==> src/rtl/isolink_pkg.sv <==
// Shared types for the isolation link frame multiplexer.
// Assumes: nothing beyond the standard language.
package isolink_pkg;

    // Receive alignment: searching every bit, confirming repeats, or locked.
    typedef enum logic [1:0] {
        ST_HUNT   = 2'd0,
        ST_VERIFY = 2'd1,
        ST_LOCKED = 2'd2
    } align_state_t;

endpackage

==> src/rtl/isolink_manch_enc.sv <==
// Half-symbol timer and two-level line encoder.
// Each bit is sent as two half-symbols of HALF_CYC cycles: a one as high/low,
// a zero as low/high. It marks the first and last cycle of every bit cell.
// Assumes: HALF_CYC >= 2; data_bit is stable for a whole bit cell.
module isolink_manch_enc #(
    parameter int unsigned HALF_CYC = 4
) (
    input  logic clk,
    input  logic rst_n,
    input  logic data_bit,
    output logic line_out,
    output logic bit_first,
    output logic bit_last
);
    localparam int unsigned HC_W = $clog2(HALF_CYC + 1);

    logic [HC_W-1:0] hcnt;
    logic            second_half;

    // Advance the half-symbol timer and flip halves at the end of each half.
    always_ff @(posedge clk) begin
        if (!rst_n) begin
            hcnt        <= '0;
            second_half <= 1'b0;
        end else if (hcnt == HC_W'(HALF_CYC - 1)) begin
            hcnt        <= '0;
            second_half <= ~second_half;
        end else begin
            hcnt <= hcnt + 1'b1;
        end
    end

    // Encode: the second half is the complement of the first.
    assign line_out  = data_bit ^ second_half;
    assign bit_first = !second_half && (hcnt == '0);
    assign bit_last  = second_half && (hcnt == HC_W'(HALF_CYC - 1));

endmodule

==> src/rtl/isolink_tx_frame.sv <==
// Frame builder and serializer.
// It loads {sync, sample, field, zero fill} into a shift register at every
// frame boundary and shifts one bit per completed bit cell, MSB first.
// Assumes: FRAME_BITS > SYNC_W + SAMPLE_W + FIELD_W.
module isolink_tx_frame #(
    parameter int unsigned FRAME_BITS = 96,
    parameter int unsigned SYNC_W     = 8,
    parameter logic [SYNC_W-1:0] SYNC_WORD = 8'hE4,
    parameter int unsigned SAMPLE_W   = 16,
    parameter int unsigned FIELD_W    = 8
) (
    input  logic                clk,
    input  logic                rst_n,
    input  logic [SAMPLE_W-1:0] tx_sample,
    input  logic [FIELD_W-1:0]  tx_field,
    input  logic                bit_first,
    input  logic                bit_last,
    output logic                data_bit,
    output logic                tx_load
);
    localparam int unsigned FILL_W = FRAME_BITS - SYNC_W - SAMPLE_W - FIELD_W;
    localparam int unsigned BI_W   = $clog2(FRAME_BITS);

    logic [BI_W-1:0]       bidx;
    logic [FRAME_BITS-1:0] shreg;

    // Shift out one bit per cell; reload the next frame after the last bit.
    always_ff @(posedge clk) begin
        if (!rst_n) begin
            bidx  <= '0;
            shreg <= {SYNC_WORD, {(FRAME_BITS - SYNC_W){1'b0}}};
        end else if (bit_last) begin
            if (bidx == BI_W'(FRAME_BITS - 1)) begin
                bidx  <= '0;
                shreg <= {SYNC_WORD, tx_sample, tx_field, {FILL_W{1'b0}}};
            end else begin
                bidx  <= bidx + 1'b1;
                shreg <= {shreg[FRAME_BITS-2:0], 1'b0};
            end
        end
    end

    assign data_bit = shreg[FRAME_BITS-1];
    assign tx_load  = bit_first && (bidx == '0);

endmodule

==> src/rtl/isolink_manch_dec.sv <==
// Clock recovery and line decoder.
// It synchronizes the asynchronous line and measures the gap since the last
// accepted mid-bit transition. A transition at least 1.5 half-symbol periods
// after it is a mid-bit transition, and the level before it is the bit value.
// Shorter gaps are cell-boundary transitions and are skipped.
// Assumes: HALF_CYC >= 2 cycles of clk per half-symbol.
module isolink_manch_dec #(
    parameter int unsigned HALF_CYC = 4
) (
    input  logic clk,
    input  logic rst_n,
    input  logic line_in,
    output logic bit_vld,
    output logic bit_val
);
    localparam int unsigned MID_MIN = (3 * HALF_CYC) / 2;
    localparam int unsigned GAP_MAX = 4 * HALF_CYC;
    localparam int unsigned GW      = $clog2(GAP_MAX + 1);

    logic          meta, synced, prev;
    logic [GW-1:0] gap;

    // Synchronize, detect transitions and emit one bit per mid-bit transition.
    always_ff @(posedge clk) begin
        if (!rst_n) begin
            meta    <= 1'b0;
            synced  <= 1'b0;
            prev    <= 1'b0;
            gap     <= GW'(GAP_MAX);
            bit_vld <= 1'b0;
            bit_val <= 1'b0;
        end else begin
            meta    <= line_in;
            synced  <= meta;
            prev    <= synced;
            bit_vld <= 1'b0;
            if ((synced != prev) && (gap >= GW'(MID_MIN))) begin
                bit_vld <= 1'b1;
                bit_val <= prev;
                gap     <= GW'(1);
            end else if (gap != GW'(GAP_MAX)) begin
                gap <= gap + 1'b1;
            end
        end
    end

endmodule

==> src/rtl/isolink_rx_align.sv <==
// Frame alignment and field extraction.
// In hunt it tests the sync pattern after every bit. After a hit it checks one
// fixed position per frame: LOCK_HITS hits in a row lock, and DROP_MISSES misses
// in a row while locked return to hunt. A locked frame with a good sync delivers
// its sample and field. A frame with a bad sync is dropped.
// Assumes: LOCK_HITS >= 2, DROP_MISSES >= 1, SAMPLE_W + FIELD_W >= SYNC_W.
module isolink_rx_align #(
    parameter int unsigned FRAME_BITS  = 96,
    parameter int unsigned SYNC_W      = 8,
    parameter logic [SYNC_W-1:0] SYNC_WORD = 8'hE4,
    parameter int unsigned SAMPLE_W    = 16,
    parameter int unsigned FIELD_W     = 8,
    parameter int unsigned LOCK_HITS   = 3,
    parameter int unsigned DROP_MISSES = 2
) (
    input  logic                clk,
    input  logic                rst_n,
    input  logic                bit_vld,
    input  logic                bit_val,
    output logic [SAMPLE_W-1:0] rx_sample,
    output logic [FIELD_W-1:0]  rx_field,
    output logic                rx_valid,
    output logic                rx_locked
);
    localparam int unsigned WIN_W    = SAMPLE_W + FIELD_W;
    localparam int unsigned PW       = $clog2(FRAME_BITS);
    localparam int unsigned HW       = $clog2(LOCK_HITS + 1);
    localparam int unsigned MW       = $clog2(DROP_MISSES + 1);
    localparam int unsigned SYNC_END = SYNC_W - 1;
    localparam int unsigned PAY_END  = SYNC_W + WIN_W - 1;

    isolink_pkg::align_state_t state;
    logic [WIN_W-2:0] hist;
    logic [WIN_W-1:0] win;
    logic             sync_hit;
    logic [PW-1:0]    pos;
    logic [HW-1:0]    hits;
    logic [MW-1:0]    misses;
    logic             frame_ok;

    // Window of the most recent bits, including the one arriving now.
    always_comb begin
        win      = {hist, bit_val};
        sync_hit = (win[SYNC_W-1:0] == SYNC_WORD);
    end

    assign rx_locked = (state == isolink_pkg::ST_LOCKED);

    // Track the bit position, run the lock machine and capture payloads.
    always_ff @(posedge clk) begin
        if (!rst_n) begin
            state     <= isolink_pkg::ST_HUNT;
            hist      <= '0;
            pos       <= '0;
            hits      <= '0;
            misses    <= '0;
            frame_ok  <= 1'b0;
            rx_sample <= '0;
            rx_field  <= '0;
            rx_valid  <= 1'b0;
        end else begin
            rx_valid <= 1'b0;
            if (bit_vld) begin
                hist <= win[WIN_W-2:0];
                pos  <= (pos == PW'(FRAME_BITS - 1)) ? '0 : pos + 1'b1;
                case (state)
                    isolink_pkg::ST_HUNT: begin
                        if (sync_hit) begin
                            state    <= isolink_pkg::ST_VERIFY;
                            hits     <= HW'(1);
                            pos      <= PW'(SYNC_W);
                            frame_ok <= 1'b0;
                        end
                    end
                    isolink_pkg::ST_VERIFY: begin
                        if (pos == PW'(SYNC_END)) begin
                            if (!sync_hit) begin
                                state <= isolink_pkg::ST_HUNT;
                            end else if (hits == HW'(LOCK_HITS - 1)) begin
                                state    <= isolink_pkg::ST_LOCKED;
                                misses   <= '0;
                                frame_ok <= 1'b1;
                            end else begin
                                hits <= hits + 1'b1;
                            end
                        end
                    end
                    isolink_pkg::ST_LOCKED: begin
                        if (pos == PW'(SYNC_END)) begin
                            if (sync_hit) begin
                                misses   <= '0;
                                frame_ok <= 1'b1;
                            end else begin
                                frame_ok <= 1'b0;
                                if (misses == MW'(DROP_MISSES - 1)) begin
                                    state     <= isolink_pkg::ST_HUNT;
                                    rx_sample <= '0;
                                end else begin
                                    misses <= misses + 1'b1;
                                end
                            end
                        end else if ((pos == PW'(PAY_END)) && frame_ok) begin
                            rx_sample <= win[FIELD_W +: SAMPLE_W];
                            rx_field  <= win[FIELD_W-1:0];
                            rx_valid  <= 1'b1;
                        end
                    end
                    default: state <= isolink_pkg::ST_HUNT;
                endcase
            end
        end
    end

endmodule

==> src/rtl/isolink_mux.sv <==
// Isolation link frame multiplexer, one end of the barrier.
// The send half builds one frame per half-sample period and line-codes it.
// The receive half recovers bit timing from the incoming code, aligns to the
// sync pattern and delivers the sample and the field.
// Assumes: line_in is asynchronous to clk but runs at the same nominal rate.
module isolink_mux #(
    parameter int unsigned HALF_CYC    = 4,
    parameter int unsigned FRAME_BITS  = 96,
    parameter int unsigned SYNC_W      = 8,
    parameter logic [SYNC_W-1:0] SYNC_WORD = 8'hE4,
    parameter int unsigned SAMPLE_W    = 16,
    parameter int unsigned FIELD_W     = 8,
    parameter int unsigned LOCK_HITS   = 3,
    parameter int unsigned DROP_MISSES = 2
) (
    input  logic                clk,
    input  logic                rst_n,
    input  logic [SAMPLE_W-1:0] tx_sample,
    input  logic [FIELD_W-1:0]  tx_field,
    output logic                tx_load,
    output logic                line_out,
    input  logic                line_in,
    output logic [SAMPLE_W-1:0] rx_sample,
    output logic [FIELD_W-1:0]  rx_field,
    output logic                rx_valid,
    output logic                rx_locked
);
    logic data_bit, bit_first, bit_last;
    logic dec_vld, dec_val;

    isolink_manch_enc #(.HALF_CYC(HALF_CYC)) u_enc (
        .clk(clk), .rst_n(rst_n), .data_bit(data_bit),
        .line_out(line_out), .bit_first(bit_first), .bit_last(bit_last)
    );

    isolink_tx_frame #(
        .FRAME_BITS(FRAME_BITS), .SYNC_W(SYNC_W), .SYNC_WORD(SYNC_WORD),
        .SAMPLE_W(SAMPLE_W), .FIELD_W(FIELD_W)
    ) u_txf (
        .clk(clk), .rst_n(rst_n), .tx_sample(tx_sample), .tx_field(tx_field),
        .bit_first(bit_first), .bit_last(bit_last),
        .data_bit(data_bit), .tx_load(tx_load)
    );

    isolink_manch_dec #(.HALF_CYC(HALF_CYC)) u_dec (
        .clk(clk), .rst_n(rst_n), .line_in(line_in),
        .bit_vld(dec_vld), .bit_val(dec_val)
    );

    isolink_rx_align #(
        .FRAME_BITS(FRAME_BITS), .SYNC_W(SYNC_W), .SYNC_WORD(SYNC_WORD),
        .SAMPLE_W(SAMPLE_W), .FIELD_W(FIELD_W),
        .LOCK_HITS(LOCK_HITS), .DROP_MISSES(DROP_MISSES)
    ) u_aln (
        .clk(clk), .rst_n(rst_n), .bit_vld(dec_vld), .bit_val(dec_val),
        .rx_sample(rx_sample), .rx_field(rx_field),
        .rx_valid(rx_valid), .rx_locked(rx_locked)
    );

endmodule

==> config.mk <==
export PLATFORM = sky130hd
export DESIGN_NAME = isolink_mux
export DESIGN_NICKNAME = d
export VERILOG_FILES = /design/src/rtl/isolink_pkg.sv /design/src/rtl/isolink_manch_enc.sv /design/src/rtl/isolink_tx_frame.sv /design/src/rtl/isolink_manch_dec.sv /design/src/rtl/isolink_rx_align.sv /design/src/rtl/isolink_mux.sv
export SDC_FILE = /design/constraint.sdc
export NUM_CORES = 1
export LEC_CHECK = 0
export BUFFER_PORTS_ARGS = -buffer_cell sky130_fd_sc_hd__buf_4
export CORE_MARGIN = 2
export CORE_UTILIZATION = 62
export CTS_CLUSTER_DIAMETER = 120
export DETAILED_ROUTE_END_ITERATION = 10
export PLACE_DENSITY = 0.84
export RECOVER_POWER = 25
export SETUP_SLACK_MARGIN = 0.02
export SLEW_MARGIN = 25
export SYNTH_ARGS = -nofsm -noshare
export SYNTH_HDL_FRONTEND = slang
export SYNTH_SLANG_ARGS = --single-unit
==> constraint.sdc <==
create_clock -name clk -period 6.2 [get_ports clk]
set_clock_uncertainty 0.2 [all_clocks]
set_input_delay 0.31 -clock clk [delete_from_list [all_inputs] [get_ports clk]]
set_output_delay 0.31 -clock clk [all_outputs]
set_load 0.01 [all_outputs]
==> impl_metrics.toml <==
[outcome]
outcome = "finished, final reports clean"

[floorplan]
die_y_um = 92.9
core_um2 = 7690
boundaryPins = 55
rows = 32
die_area_um2 = 8630
initial_utilization_pct = 63.8
die_w_um = 92.9

[logic_synthesis]
synthMuxAreaShare_pct = 8.37
synth-compound-area-share_pct = 10.7
synth_area_um2 = 4900
synth_seq_cells = 115
synth_cell_types = 49
syn_area_per_cell_um2 = 8.83
postSynth.asyncResetShare_pct = 0
synthSimpleGateAreaFrac_pct = 23.3
synthFlopType = "dfxtp_1"
synth_edf_count = 0
syn_inst = 555
synthAdderAreaFrac_pct = 3.83
synth_top_family_by_area = "simple AND/OR/NAND/NOR gates"
ys_warn_count = 0
synth-xor-area-share_pct = 2.50
yosysSeqAreaShare_pct = 47.0
syn_nets = 597

[global_routing]
gr-total-overflow = 0
grt_pass1_vias = 4216
grt_pass1_wl_um = 19800
grt_max_degree = 69
grt_antenna_before_repair = 0
grt_use_total_pct = 29.3

[timing]
min_period_ns = 3.18
setup_viol = 0
post-route-period-util_pct = 51.3
slew_headroom_pct = 33.6
max_freq_mhz = 314
setup-tns-final_ns = 0
timing_hold_violations_final = 0
rsz0062_at_grt = "no"
worst_pin_slew_ns = 0.996
setup_ws_ns = 3.02
slew_viol_final = 0

[clock_network]
cts_made_buffers = 17
clock_latency_ns = 0.52
cts.sinks = 115
postCtsSetupRepairBufs = 0
cts_root_buf = "clkbuf_8"
cts_buffer_depth = 2
ctsHoldBuffers = 27
clk_pin_slew_ns = 0.06
ctsResizeCount = 0
htree_levels = 4
cts_tree = "built"

[worst_setup_path]
cp_max_fo = 68
required_ns = 6.45
critPathArrivalTime_ns = 3.43
endpoint_kind = "register"
startpoint_type = "input port"
path_class = "in2reg"
worst_path_largest_cell_delay_ns = 0.73
path_cells = "dlygate4sd3_1, clkbuf_1, inv_1, buf_4, or4_1, mux2i_1"
cpMaxStageDelayCell = "clkbuf_1"

[drt]
vias = 4251
routedWlPerCell_um = 16.2
drcViolationCount = 0
routed_wl_um = 12000
drt_iter0_drc = 226
ant_nets = 0
dr.pass1.iters = 5
via_per_inst = 5.74

[placed_design]
place_inst = 681
dpl.hpwl_um = 6190
place_congestion = 0.838
port_buffers = 54
post-place-ws_ns = 3.62

[finish]
final_layout_size_suffix_gt1_share_pct = 12.1
layout_commonest_cell = "dfxtp_1"
final_cell_mix = "115 x dfxtp_1, 84 x nor2_1, 77 x nand2_1"
antenna_cells = 0
area_growth_pct = 25.0
nets = 667
fin_cells = 740

[hold_path]
holdCritPathClass = "reg2reg"

[job]
drv_cap = 0

[power_and_ir_drop]
power_density_nw_per_um2 = 314
vdd_drop_max_mv = 0.328
p_leak_nw = 2.21
-- per-stage QoR --
step	cell area [µm²]	hold WS (ns)	util (%)	total power, mW
after floorplan	4900	0.212	-	0.839
after global placement	5310	0.216	69.1	0.863
after detailed placement	5310	0.221	69.1	0.868
after CTS	6220	0.234	81.0	1.92
after global routing	6130	0.276	79.7	1.97
final	6130	0.233	79.7	1.93
-- kinds of logic (layout without fill, tap and decap cells) --
family                     Yosys count  after routing
and+or+nand+nor                    247            247
muxes                               41             41
DFF                                115            115
xor gates and xnor gates            14             14
buffers and inverters               51            134
adders and majority gates           15             15
AOI/OAI and AO/OA                   72             72
-- worst paths after layout --
| kind | endpoint | cells past startpoint | slack, ns | from |
|---|---|---|---|---|
| min reg2reg | u_dec.synced | 1 | 0.23 | u_dec.meta |
| min | u_dec.synced | 1 | 0.23 | u_dec.meta |
| max reg2reg | u_txf.bidx[5] | 6 | 3.48 | u_enc.hcnt[0] |
| max | u_aln.misses[1] | 6 | 3.02 | rst_n |
-- power by group --
part / internal [mW] / leakage (nW) / switching, mW
Clock: 0.703 / 0.300 / 0.352
Sequential: 0.751 / 0.928 / 0.0132
Combinational: 0.0530 / 0.977 / 0.0530
-- flip-flops by register name, indices dropped and copies added, names as in the netlist --
register,count
u_enc.hcnt,3
u_aln.state,2
u_txf.bidx,7
u_aln.rx_sample,16
u_dec.prev,1
u_dec.meta,1
u_aln.hits,2
u_aln.misses,2
u_dec.gap,5
u_txf.shreg,32
u_enc.second_half,1
u_aln.frame_ok,1
u_aln.rx_valid,1
u_aln.rx_field,8
u_dec.synced,1
u_dec.bit_val,1
u_aln.hist,23
u_aln.pos,7
u_dec.bit_vld,1
-- per-layer routing --
metal  track usage (%)  vias to the layer above  share of wire (%)
met5                 0                        -                  0
met4              12.7                        0                2.6
met3              6.83                       35                5.2
met2              53.1                      174                 53
met1              32.5                     2014                 39
li1                  -                     2028                  -
-- cell type report --
class                      count  area (µm²)
clock inverter                13         208
tap                          102         128
clock buffer                  19         432
timing repair buffer          85         608
inverter                      17        63.8
sequential                   115        2300
fill                         465        1560
multi-input combinational    389        2380
-- critical path: cells and delay by family --
kind,cells,cell delay [ns]
buffers and inverters,4,2.34
multiplexers,1,0.16
AND/OR/NAND/NOR,1,0.60
-- cell usage after synthesis (2+ instances only) --
master,number,area share [%]
dfxtp_1,115,47
nor2_1,84,6.4
nand2_1,77,5.9
mux2i_1,41,8.4
nand3_1,30,3.1
a21oi_1,29,3.0
a311oi_1,23,4.1
clkbuf_1,23,1.8
nand2b_1,19,2.4
inv_1,16,1.2
ha_1,15,3.8
xor2_1,8,1.4
o21ai_0,7,0.71
xnor2_1,6,1.1
buf_1,5,0.38
nor3_1,5,0.51
and2_1,4,0.51
buf_2,4,0.41
nand4_1,4,0.51
and3_1,3,0.38
nand3b_1,3,0.46
or2_2,3,0.38
clkbuf_8,2,0.56
nor2b_1,2,0.26
o211ai_1,2,0.31
or4_1,2,0.31
(Power assumes the default switching activity.)
